==> src/rtl/pw_pkg.sv <==
package pw_pkg;
  typedef enum logic [2:0] {
    S_IDLE,
    S_DEC,
    S_CLAIM,
    S_DATA,
    S_HOLD
  } pw_state_e;

  localparam logic [3:0] CMD_MEM_WR     = 4'b0111;
  localparam logic [3:0] CMD_MEM_WR_INV = 4'b1111;
endpackage

==> src/rtl/pw_claim_filter.sv <==
module pw_claim_filter
  import pw_pkg::*;
#(
  parameter int FREE_W = 6
) (
  input  logic [3:0]        cmd,
  input  logic              addr_hit,
  input  logic              vga_hit,
  input  logic [FREE_W-1:0] q_free,
  output logic              take
);
  logic posted_cmd;
  logic room;

  assign posted_cmd = (cmd == CMD_MEM_WR) || (cmd == CMD_MEM_WR_INV);
  assign room       = q_free >= FREE_W'(2);
  assign take       = posted_cmd && addr_hit && !vga_hit && room;
endmodule

==> src/rtl/pw_boundary.sv <==
module pw_boundary #(
  parameter int DW_W      = 30,
  parameter int CLS_W     = 8,
  parameter int PAGE_DW_W = 10
) (
  input  logic [DW_W-1:0]  dw_addr,
  input  logic             whole_page,
  input  logic [CLS_W-1:0] line_dw,
  output logic             last_in_block
);
  logic [CLS_W-1:0] mask;
  logic             line_end;
  logic             page_end;

  assign mask          = line_dw - CLS_W'(1);
  assign line_end      = (dw_addr[CLS_W-1:0] & mask) == mask;
  assign page_end      = &dw_addr[PAGE_DW_W-1:0];
  assign last_in_block = whole_page ? page_end : line_end;
endmodule

==> src/rtl/pw_target.sv <==
module pw_target
  import pw_pkg::*;
#(
  parameter int AD_W      = 32,
  parameter int FREE_W    = 6,
  parameter int CLS_W     = 8,
  parameter int PAGE_DW_W = 10
) (
  input  logic              clk,
  input  logic              rst,
  input  logic              frame_n,
  input  logic              irdy_n,
  input  logic [AD_W-1:0]   ad,
  input  logic [3:0]        cbe_n,
  input  logic              addr_hit,
  input  logic              vga_hit,
  input  logic [CLS_W-1:0]  cls_dw,
  input  logic [FREE_W-1:0] q_free,
  output logic              devsel_n,
  output logic              trdy_n,
  output logic              stop_n,
  output logic              q_wr,
  output logic              q_addr_ent,
  output logic [AD_W-1:0]   q_data,
  output logic [3:0]        q_be,
  output logic              q_eot
);
  localparam int DW_W = AD_W - 2;

  pw_state_e         state;
  logic              frame_q, irdy_q;
  logic [DW_W-1:0]   dw_addr;
  logic [DW_W-1:0]   dw_next;
  logic [3:0]        cmd_q;
  logic [FREE_W-1:0] cred;
  logic              addr_phase, take, edge_cur, edge_nxt;

  assign addr_phase = !frame_n && frame_q && irdy_q;
  assign dw_next    = dw_addr + DW_W'(1);

  pw_claim_filter #(.FREE_W(FREE_W)) u_filter (
    .cmd(cbe_n), .addr_hit(addr_hit), .vga_hit(vga_hit),
    .q_free(q_free), .take(take)
  );

  pw_boundary #(.DW_W(DW_W), .CLS_W(CLS_W), .PAGE_DW_W(PAGE_DW_W)) u_bnd_cur (
    .dw_addr(dw_addr), .whole_page(cmd_q[3]), .line_dw(cls_dw),
    .last_in_block(edge_cur)
  );

  pw_boundary #(.DW_W(DW_W), .CLS_W(CLS_W), .PAGE_DW_W(PAGE_DW_W)) u_bnd_nxt (
    .dw_addr(dw_next), .whole_page(cmd_q[3]), .line_dw(cls_dw),
    .last_in_block(edge_nxt)
  );

  always_ff @(posedge clk) begin
    if (rst) begin
      state      <= S_IDLE;
      frame_q    <= 1'b1;
      irdy_q     <= 1'b1;
      devsel_n   <= 1'b1;
      trdy_n     <= 1'b1;
      stop_n     <= 1'b1;
      q_wr       <= 1'b0;
      q_addr_ent <= 1'b0;
      q_eot      <= 1'b0;
      q_data     <= '0;
      q_be       <= '0;
      dw_addr    <= '0;
      cmd_q      <= '0;
      cred       <= '0;
    end else begin
      frame_q    <= frame_n;
      irdy_q     <= irdy_n;
      q_wr       <= 1'b0;
      q_addr_ent <= 1'b0;
      q_eot      <= 1'b0;
      case (state)
        S_IDLE: begin
          if (addr_phase && take) begin
            state   <= S_DEC;
            dw_addr <= ad[AD_W-1:2];
            cmd_q   <= cbe_n;
            cred    <= q_free - FREE_W'(1);
          end
        end
        S_DEC: begin
          devsel_n   <= 1'b0;
          q_wr       <= 1'b1;
          q_addr_ent <= 1'b1;
          q_data     <= {dw_addr, 2'b00};
          q_be       <= cmd_q;
          state      <= S_CLAIM;
        end
        S_CLAIM: begin
          trdy_n <= 1'b0;
          stop_n <= !(edge_cur || cred == FREE_W'(1));
          state  <= S_DATA;
        end
        S_DATA: begin
          if (!irdy_n) begin
            q_wr    <= 1'b1;
            q_data  <= ad;
            q_be    <= ~cbe_n;
            q_eot   <= frame_n || !stop_n;
            dw_addr <= dw_next;
            cred    <= cred - FREE_W'(1);
            if (frame_n) begin
              devsel_n <= 1'b1;
              trdy_n   <= 1'b1;
              stop_n   <= 1'b1;
              state    <= S_IDLE;
            end else if (!stop_n) begin
              trdy_n <= 1'b1;
              state  <= S_HOLD;
            end else begin
              stop_n <= !(edge_nxt || cred == FREE_W'(2));
            end
          end
        end
        S_HOLD: begin
          if (frame_n) begin
            devsel_n <= 1'b1;
            stop_n   <= 1'b1;
            state    <= S_IDLE;
          end
        end
        default: state <= S_IDLE;
      endcase
    end
  end

  a_r2_trdy_after_devsel: assert property (@(posedge clk) disable iff (rst)
    $fell(devsel_n) |-> trdy_n);
  a_r2_trdy_next_clock: assert property (@(posedge clk) disable iff (rst)
    $fell(devsel_n) |=> !trdy_n);
  a_r3_room_at_claim: assert property (@(posedge clk) disable iff (rst)
    $fell(devsel_n) |-> ($past(q_free, 2) >= FREE_W'(2)));
  a_r4_beat_queued: assert property (@(posedge clk) disable iff (rst)
    (!irdy_n && !trdy_n && !devsel_n) |=> q_wr);
  a_r5_release_after_last: assert property (@(posedge clk) disable iff (rst)
    (!irdy_n && !trdy_n && frame_n) |=> (trdy_n && devsel_n && stop_n));
  a_r9_stop_held: assert property (@(posedge clk) disable iff (rst)
    (!stop_n && !frame_n) |=> !stop_n);
  a_r9_stop_with_devsel: assert property (@(posedge clk) disable iff (rst)
    !stop_n |-> !devsel_n);
  a_r10_addr_not_eot: assert property (@(posedge clk) disable iff (rst)
    (q_wr && q_addr_ent) |-> !q_eot);
endmodule

==> config.mk <==
export PLATFORM = sky130hd
export DESIGN_NAME = pw_target
export DESIGN_NICKNAME = d
export VERILOG_FILES = /design/src/rtl/pw_pkg.sv /design/src/rtl/pw_claim_filter.sv /design/src/rtl/pw_boundary.sv /design/src/rtl/pw_target.sv
export SDC_FILE = /design/constraint.sdc
export NUM_CORES = 1
export LEC_CHECK = 0
export BUFFER_PORTS_ARGS = -buffer_cell sky130_fd_sc_hd__buf_2
export CAP_MARGIN = 5
export CELL_PAD_IN_SITES_DETAIL_PLACEMENT = 0
export CELL_PAD_IN_SITES_GLOBAL_PLACEMENT = 2
export CORE_ASPECT_RATIO = 1.75
export CORE_MARGIN = 8
export CORE_UTILIZATION = 34
export DETAILED_ROUTE_END_ITERATION = 7
export PLACE_DENSITY = 0.95
export SYNTH_ARGS = -nofsm -noshare
export SYNTH_HDL_FRONTEND = slang
export SYNTH_SLANG_ARGS = --single-unit
==> constraint.sdc <==
create_clock -name clk -period 5.5 [get_ports clk]
set_clock_uncertainty 0.2 [all_clocks]
set_input_delay 0.55 -clock clk [delete_from_list [all_inputs] [get_ports clk]]
set_output_delay 0.55 -clock clk [all_outputs]
set_load 0.05 [all_outputs]
======== Word-level counts from Yosys, hierarchy flattened ========
Cells that the tools add are included.
word-level totals
  register bits ........................... 87
  input port bits ......................... 56
  logic and storage cells ................. 101
operators by class
  $lt $le $gt $ge ......................... 1
  reduce and logical (&&, ||, !) cells .... 31
  add/sub/neg operators ................... 4
  muxes and demuxes ....................... 33
  bitwise logic cells ..................... 4
  eq/ne operators ......................... 14
operators with widths
  operator                 count
  $pmux W32 S2             1
  $mux W30                 2
  $pmux W30 S2             1
  $mux W32                 1
  $add A30 B1 Y30 const B  1
  $reduce_and A10 Y1       2
  $and A8 B8 Y8            2
  $eq A8 B8 Y1             2
  $mux W3                  5
  $pmux W3 S5              1
  $mux W1                  13
  $mux W6                  2
  $pmux W6 S2              1
  $sub A6 B1 Y6 const B    2
  $reduce_and A3 Y1        3
  $pmux W4 S2              1
  $sub A8 B1 Y8 const B    1
  $eq A3 B2 Y1 const B     2
  $eq A6 B1 Y1 const B     1
  $eq A6 B2 Y1 const B     1
  $ge A6 B2 Y1 const B     1
  $logic_and A1 B1 Y1      6
  $ne A2 B2 Y1 const B     3
  $pmux W1 S3              2
  17 further kinds         30

======== Logic depth before layout (Yosys ltp) ========
  depth after elaboration ................. 10
  mapped depth ............................ 10
  depth with buffers taken out ............ 8

======== Hierarchy ========
Synthesis repeated with hierarchy kept, for this count alone.
unflattened totals
  cell total of the unflattened synthesis .. 706
  area total of the unflattened synthesis .. 5,348.9 µm²
modules (own cells, without submodules)
  module           cells each  area an instance (µm²)  times used
  pw_target        639         4,875.9                 1
  pw_boundary      32          222.7                   2
  pw_claim_filter  3           27.5                    1

======== Worst setup path after synthesis ========
OpenSTA, ideal clock, no wires.
  path type ............................... input -> register
  start ................................... input cls_dw[2]
  end ..................................... register stop_n
  path buffers ............................ 0
  setup time .............................. 116 ps
  stages .................................. 6
  arrival ................................. 2,177 ps
  slack ................................... 3,007 ps
  required time ........................... 5,184 ps
  cell sequence ........................... or4_1 > nor4_1 > xnor2_1 > o22ai_1 > or4b_1 > and3b_1
on the way
  cells in the longest elaborated chain, start to end .. 10
  elaborated cells on any way between the ends .. 15
ends and longest elaborated chain
  what                  line               RTL
  start, declared       pw_target.sv:17    input logic [CLS_W-1:0] cls_dw,
  $sub A8 B1 Y8 (*)     pw_boundary.sv:15  assign mask = line_dw - CLS_W'(1);
  $and A8 B8 Y8         pw_boundary.sv:16  assign line_end = (dw_addr[CLS_W-1:0] & mask) == mask;
  $eq A8 B8 Y1          pw_boundary.sv:16
  $mux W1               pw_boundary.sv:18  assign last_in_block = whole_page ? page_end : line_end;
  $logic_or A1 B1 Y1    pw_target.sv:117   stop_n <= !(edge_nxt || cred == FREE_W'(2));
  $logic_not A1 Y1      pw_target.sv:117
  $mux W1               pw_target.sv:113   end else if (!stop_n) begin
  $mux W1               pw_target.sv:108   if (frame_n) begin
  $mux W1               pw_target.sv:101   if (!irdy_n) begin
  $pmux W1 S3 (*)       pw_target.sv:78    case (state)
  end signal, assigned  pw_target.sv:97    stop_n <= !(edge_cur || cred == FREE_W'(1));
  end signal, assigned  pw_target.sv:117
  end, declared         pw_target.sv:21    output logic stop_n,
Mark *: on every way between the ends. The rest lies on a longest branch, timed or not. The select of a mux whose other input is x is not followed.
A chain may end at the register's enable or synchronous reset.

======== Worst setup path in the final report ========
  start ................................... register state[1]
  end ..................................... register dw_addr[10]
on the way
  cells in the longest elaborated chain, start to end .. 3
  elaborated cells on any way between the ends .. 7
ends and longest elaborated chain
  what                                                                 line              RTL
  start, declared                                                      pw_target.sv:30   pw_state_e state;
  start signal, assigned                                               pw_target.sv:58   state <= S_IDLE;
  start signal, assigned                                               pw_target.sv:81   state <= S_DEC;
  start signal, assigned                                               pw_target.sv:93   state <= S_CLAIM;
  $eq A3 B2 Y1 or $logic_not A3 Y1 (tied branches)                     pw_target.sv:78
  $ne A2 B2 Y1 (no source line) or $reduce_bool A2 Y1 (tied branches)  n/a
  $reduce_and A3 Y1 (no source line)                                   n/a
  end signal, assigned                                                 pw_target.sv:82   dw_addr <= ad[AD_W-1:2];
  end signal, assigned                                                 pw_target.sv:106  dw_addr <= dw_next;
  end, declared                                                        pw_target.sv:32   logic [DW_W-1:0] dw_addr;
Parallel ways exist; a longest one is shown, timed or not.

==> summary by stage <==
Synthesis
The library cell with the largest summed area after synthesis is sky130_fd_sc_hd__dfxtp_1. Counting every instance in the synthesized netlist gives 641. The synthesized area per cell is around 7.6 µm². By area the synthesized netlist is led by sky130_fd_sc_hd__dfxtp_1 36%, sky130_fd_sc_hd__nand2_1 7.4%, sky130_fd_sc_hd__nor2_1 6.5%. During synthesis, Yosys emitted a total of 0 warnings. The number of flops mapped to enable cells by yosys is 0. Counting every net in the synthesized netlist gives 705. Counting instances in the post-synthesis netlist gives the leading cell types as 96 x sky130_fd_sc_hd__nand2_1, 87 x sky130_fd_sc_hd__dfxtp_1, 84 x sky130_fd_sc_hd__nor2_1, 53 x sky130_fd_sc_hd__a21oi_1, 34 x sky130_fd_sc_hd__clkbuf_1.

Counting distinct cell types in the post-synthesis netlist gives 73. In the synthesized netlist the dominant register cell turns out to be sky130_fd_sc_hd__dfxtp_1. The library cell with the highest instance count after synthesis is sky130_fd_sc_hd__nand2_1. The sequential share of the synthesized area is 35.75%. The proportion of register bits with asynchronous set or reset after synthesis is 0%. The cell area that synthesis handed to floorplanning was 0.004872 mm². The area share of the largest cell type after synthesis is between 30% and 40%. The synthesized flop and latch total is 87.

Layout
The proportion of layout cells with a drive suffix above 1 is 18.95%. Registers take approximately 0.0017 mm². The count of filler cells inserted in the layout is approximately 1500. The number of antenna diodes is 0.

The final layout contains 767 nets. The area growth from synthesis to layout is 16.87%. The number of cells in the finished layout apart from fillers is 887. Summing all non-filler instances in the final layout gives an area of 0.005694 mm². The combined area of the multi-input logic cells is ~0.0028 mm².

Route
Dividing the detail-routed wire length by the instance count gives 16.28 µm. The number of DRC violations after detailed-routing iteration 0 is 309. The final wirelength is 14.44 mm. The routed layout has roughly 4800 vias.

The number of nets with antenna violations after detailed routing is 0. The highest layer touched by signal routing is met5. In the final routing, the length of wire on met1 measures 6.118 mm. After detailed routing, the number of vias per cell comes to 5.419. Summed over all nets, wire length on met3 after detailed routing comes to 714 µm. The pre-antenna-repair detailed-routing pass consisted of 4 iterations. In the routed design, unresolved DRC markers number 0. The met2 wire length is 7.347 mm.

Power
The combinational power share is 12.5%. The share of power burned in the clock network is 43.6%. The analysis attributes to cell leakage a power of 2.028 nW.

The power density over the cells is 265.6 mW/mm². The fraction of power consumed by sequential logic is a little over two fifths. In this run the power spent charging and discharging nets is 0.3937 mW.

Net switching is 26.03% of the power. The overall power of the completed layout is 1.512 mW. Internal power comes to 1.119 mW. The worst-case IR drop observed on VDD is 134.8 µV.

Clock network
The root cell of the clock tree is sky130_fd_sc_hd__clkbuf_16. For the worst-skew pair, the clock arrives at the later sink with an insertion delay of 0.33 ns. The number of gates resized after CTS was 0. In this run, post-CTS hold repair placed 0 buffers. After clock tree synthesis, the clock-pin slew on the worst setup and hold paths is 0.06 ns. The number of clock buffers added by TritonCTS is 9. The clock passes through at most 2 buffers. The number of setup buffers added after CTS is 0. The number of sinks handled by clock tree synthesis is 87. The maximum level of the CTS H-tree is 3. TritonCTS built the clock tree.

Floorplanning
The vertical die dimension is 174.4 µm. The floorplan die width is 106.5 µm. The I/O pin count is 98. Once the floorplan was initialized, standard cells occupied 34.25% of the core. After floorplanning, the core was divided into 58 placement rows.

The die covers 0.01857 mm². The area of the core is 0.01422 mm².

Global routing
The first global-routing pass estimated 23.75 mm of wire. Entering global routing, the biggest net connects 87 pins. The number of global-route vias before repair is approximately 4700.

Across every metal layer, demand over resource in global routing totals 15.54%. The number of antenna violations at the first check in global routing is 1. After global routing the overflow that remains totals 0.

Worst setup path
Of all nets on the critical path, the largest fanout is 26. STA classifies the critical path endpoint as a flop. The sum of buffers and inverters on the critical path is 1. Broken down by cell family, the worst path's largest delay share belongs to simple AND/OR/NAND/NOR gates.

The largest single stage delay on the critical path is 0.81 ns. The required time of the worst setup path is 5.49 ns. The launching element type of the critical path is a flop. Traced cell by cell, the critical path runs through or3_4, a2111oi_4, or2_1, buf_4, o21ai_0, a2bb2oi_1, nor2_1. The classification of the worst setup path is flop to flop.

The critical path's slowest cell is sky130_fd_sc_hd__or2_1. The data arrival time at the worst-slack endpoint is 3.33 ns.

Timing
Setup repair after global routing left no endpoint under its margin. The measured slew at the worst slew-check pin is 1.125 ns. The number of pins with negative max-slew slack in the final report is 0. The final critical-path required period is ~3.3 ns. For this run, the top clock speed supported by timing is 299.6 MHz.

Headroom to the max-slew limit came out at 24.82%. The setup TNS after final layout is 0 ns. The number of failing hold endpoints at the final stage came to 0.

Setup violations remaining at the end of the flow were counted as 0. The final period utilization is 60.69%.

Place
Summing all placed instances gives a cell area of 0.005373 mm². The total half-perimeter wirelength after legalization and detailed placement is 10.21 mm. Once placement completed, the tool counted placed cells totaling 872. The final weighted congestion in routability-driven placement is 0.8156. During placement, the flow inserted port buffers numbering 97.

Status
The flow ran to the end, and the final reports show no timing, DRC or antenna violations.

Hold path
The worst hold-check path type is input pin to flop.

Run
The count of maximum capacitance violations is 0.
per-layer routing:
metal	global-route usage, %	up-vias
met3	3.337	17
met4	6.490	2
met1	18.01	2228
met2	26.69	118
met5	0	-
li1	-	2442
path summary, 6_finish.rpt:
check,from,end,slack (ns),depth (start not counted)
worst max-delay path,state[1],dw_addr[10],2.16,7
worst min-delay path,ad[0],q_data[0],0.26,3
worst max register to register,state[1],dw_addr[10],2.16,7
worst min register to register,devsel_n,devsel_n,0.28,2
flip-flops by register name (all words and copies together) (netlist names):
name        count
trdy_n          1
cmd_q           4
q_addr_ent      1
stop_n          1
q_wr            1
q_data         32
q_eot           1
devsel_n        1
q_be            4
state           3
dw_addr        30
irdy_q          1
frame_q         1
cred            6
kinds of logic (layout without fill, tap and decap cells):
| group | count (synthesis) | after routing | share of synthesized area (%) |
|---|---|---|---|
| xor+xnor | 16 | 16 | 2.876 |
| simple gates | 279 | 279 | 26.96 |
| fa+ha+maj | 8 | 8 | 2.055 |
| buf+inv | 67 | 133 | 6.497 |
| mux | 2 | 2 | 0.4366 |
| flops | 87 | 87 | 35.75 |
| compound gates | 182 | 182 | 25.42 |
layout make-up:
type / instances / area share [%]
multi-input combinational: 487 / 49.57
sequential: 87 / 30.59
timing repair buffer: 102 / 9.185
clock buffer: 10 / 4.197
tap: 180 / 3.955
clock inverter: 5 / 1.450
inverter: 16 / 1.055
power by group through the flow:
stage	clock [mW]	sequential, mW	combinational [mW]
after floorplan	0	0.727	0.0777
after global placement	0	0.676	0.190
after detailed placement	0	0.677	0.192
after CTS	0.676	0.663	0.192
after global routing	0.704	0.665	0.207
final	0.660	0.663	0.190
cell usage in the layout (no fill, tap or decap), drive strengths merged, types with 5 or more instances in the layout:
| cell | n |
|---|---|
| or3 | 8 |
| nand2 | 96 |
| o22ai | 13 |
| dfxtp | 87 |
| xor2 | 7 |
| xnor2 | 9 |
| nand4 | 6 |
| buf | 102 |
| and4 | 5 |
| clkbuf | 10 |
| a211oi | 15 |
| nor4 | 8 |
| nor2 | 85 |
| inv | 16 |
| a21oi | 53 |
| nor3 | 23 |
| a311oi | 26 |
| ha | 8 |
| nand3 | 14 |
| o21ai | 31 |
worst register-to-register path, cell delays in order, from the launching register on:
cell	delay, ns
sky130_fd_sc_hd__dfxtp_1	0.44
sky130_fd_sc_hd__or3_4	0.44
sky130_fd_sc_hd__a2111oi_4	0.58
sky130_fd_sc_hd__or2_1	0.81
sky130_fd_sc_hd__buf_4	0.38
sky130_fd_sc_hd__o21ai_0	0.12
sky130_fd_sc_hd__a2bb2oi_1	0.18
sky130_fd_sc_hd__nor2_1	0.05
stage by stage:
stage          utilization [%]  hold slack [ns]  setup WS [ns]
2_1_floorplan                -           0.2414          3.007
3_3_place_gp             37.77           0.2637          2.177
3_5_place_dp             37.77           0.2681          2.105
4_1_cts                  40.03           0.2560          2.190
5_1_grt                  40.03           0.2716          1.920
6_report                 40.03           0.2636          2.162
No activity file was read; power rests on OpenSTA's default activity.
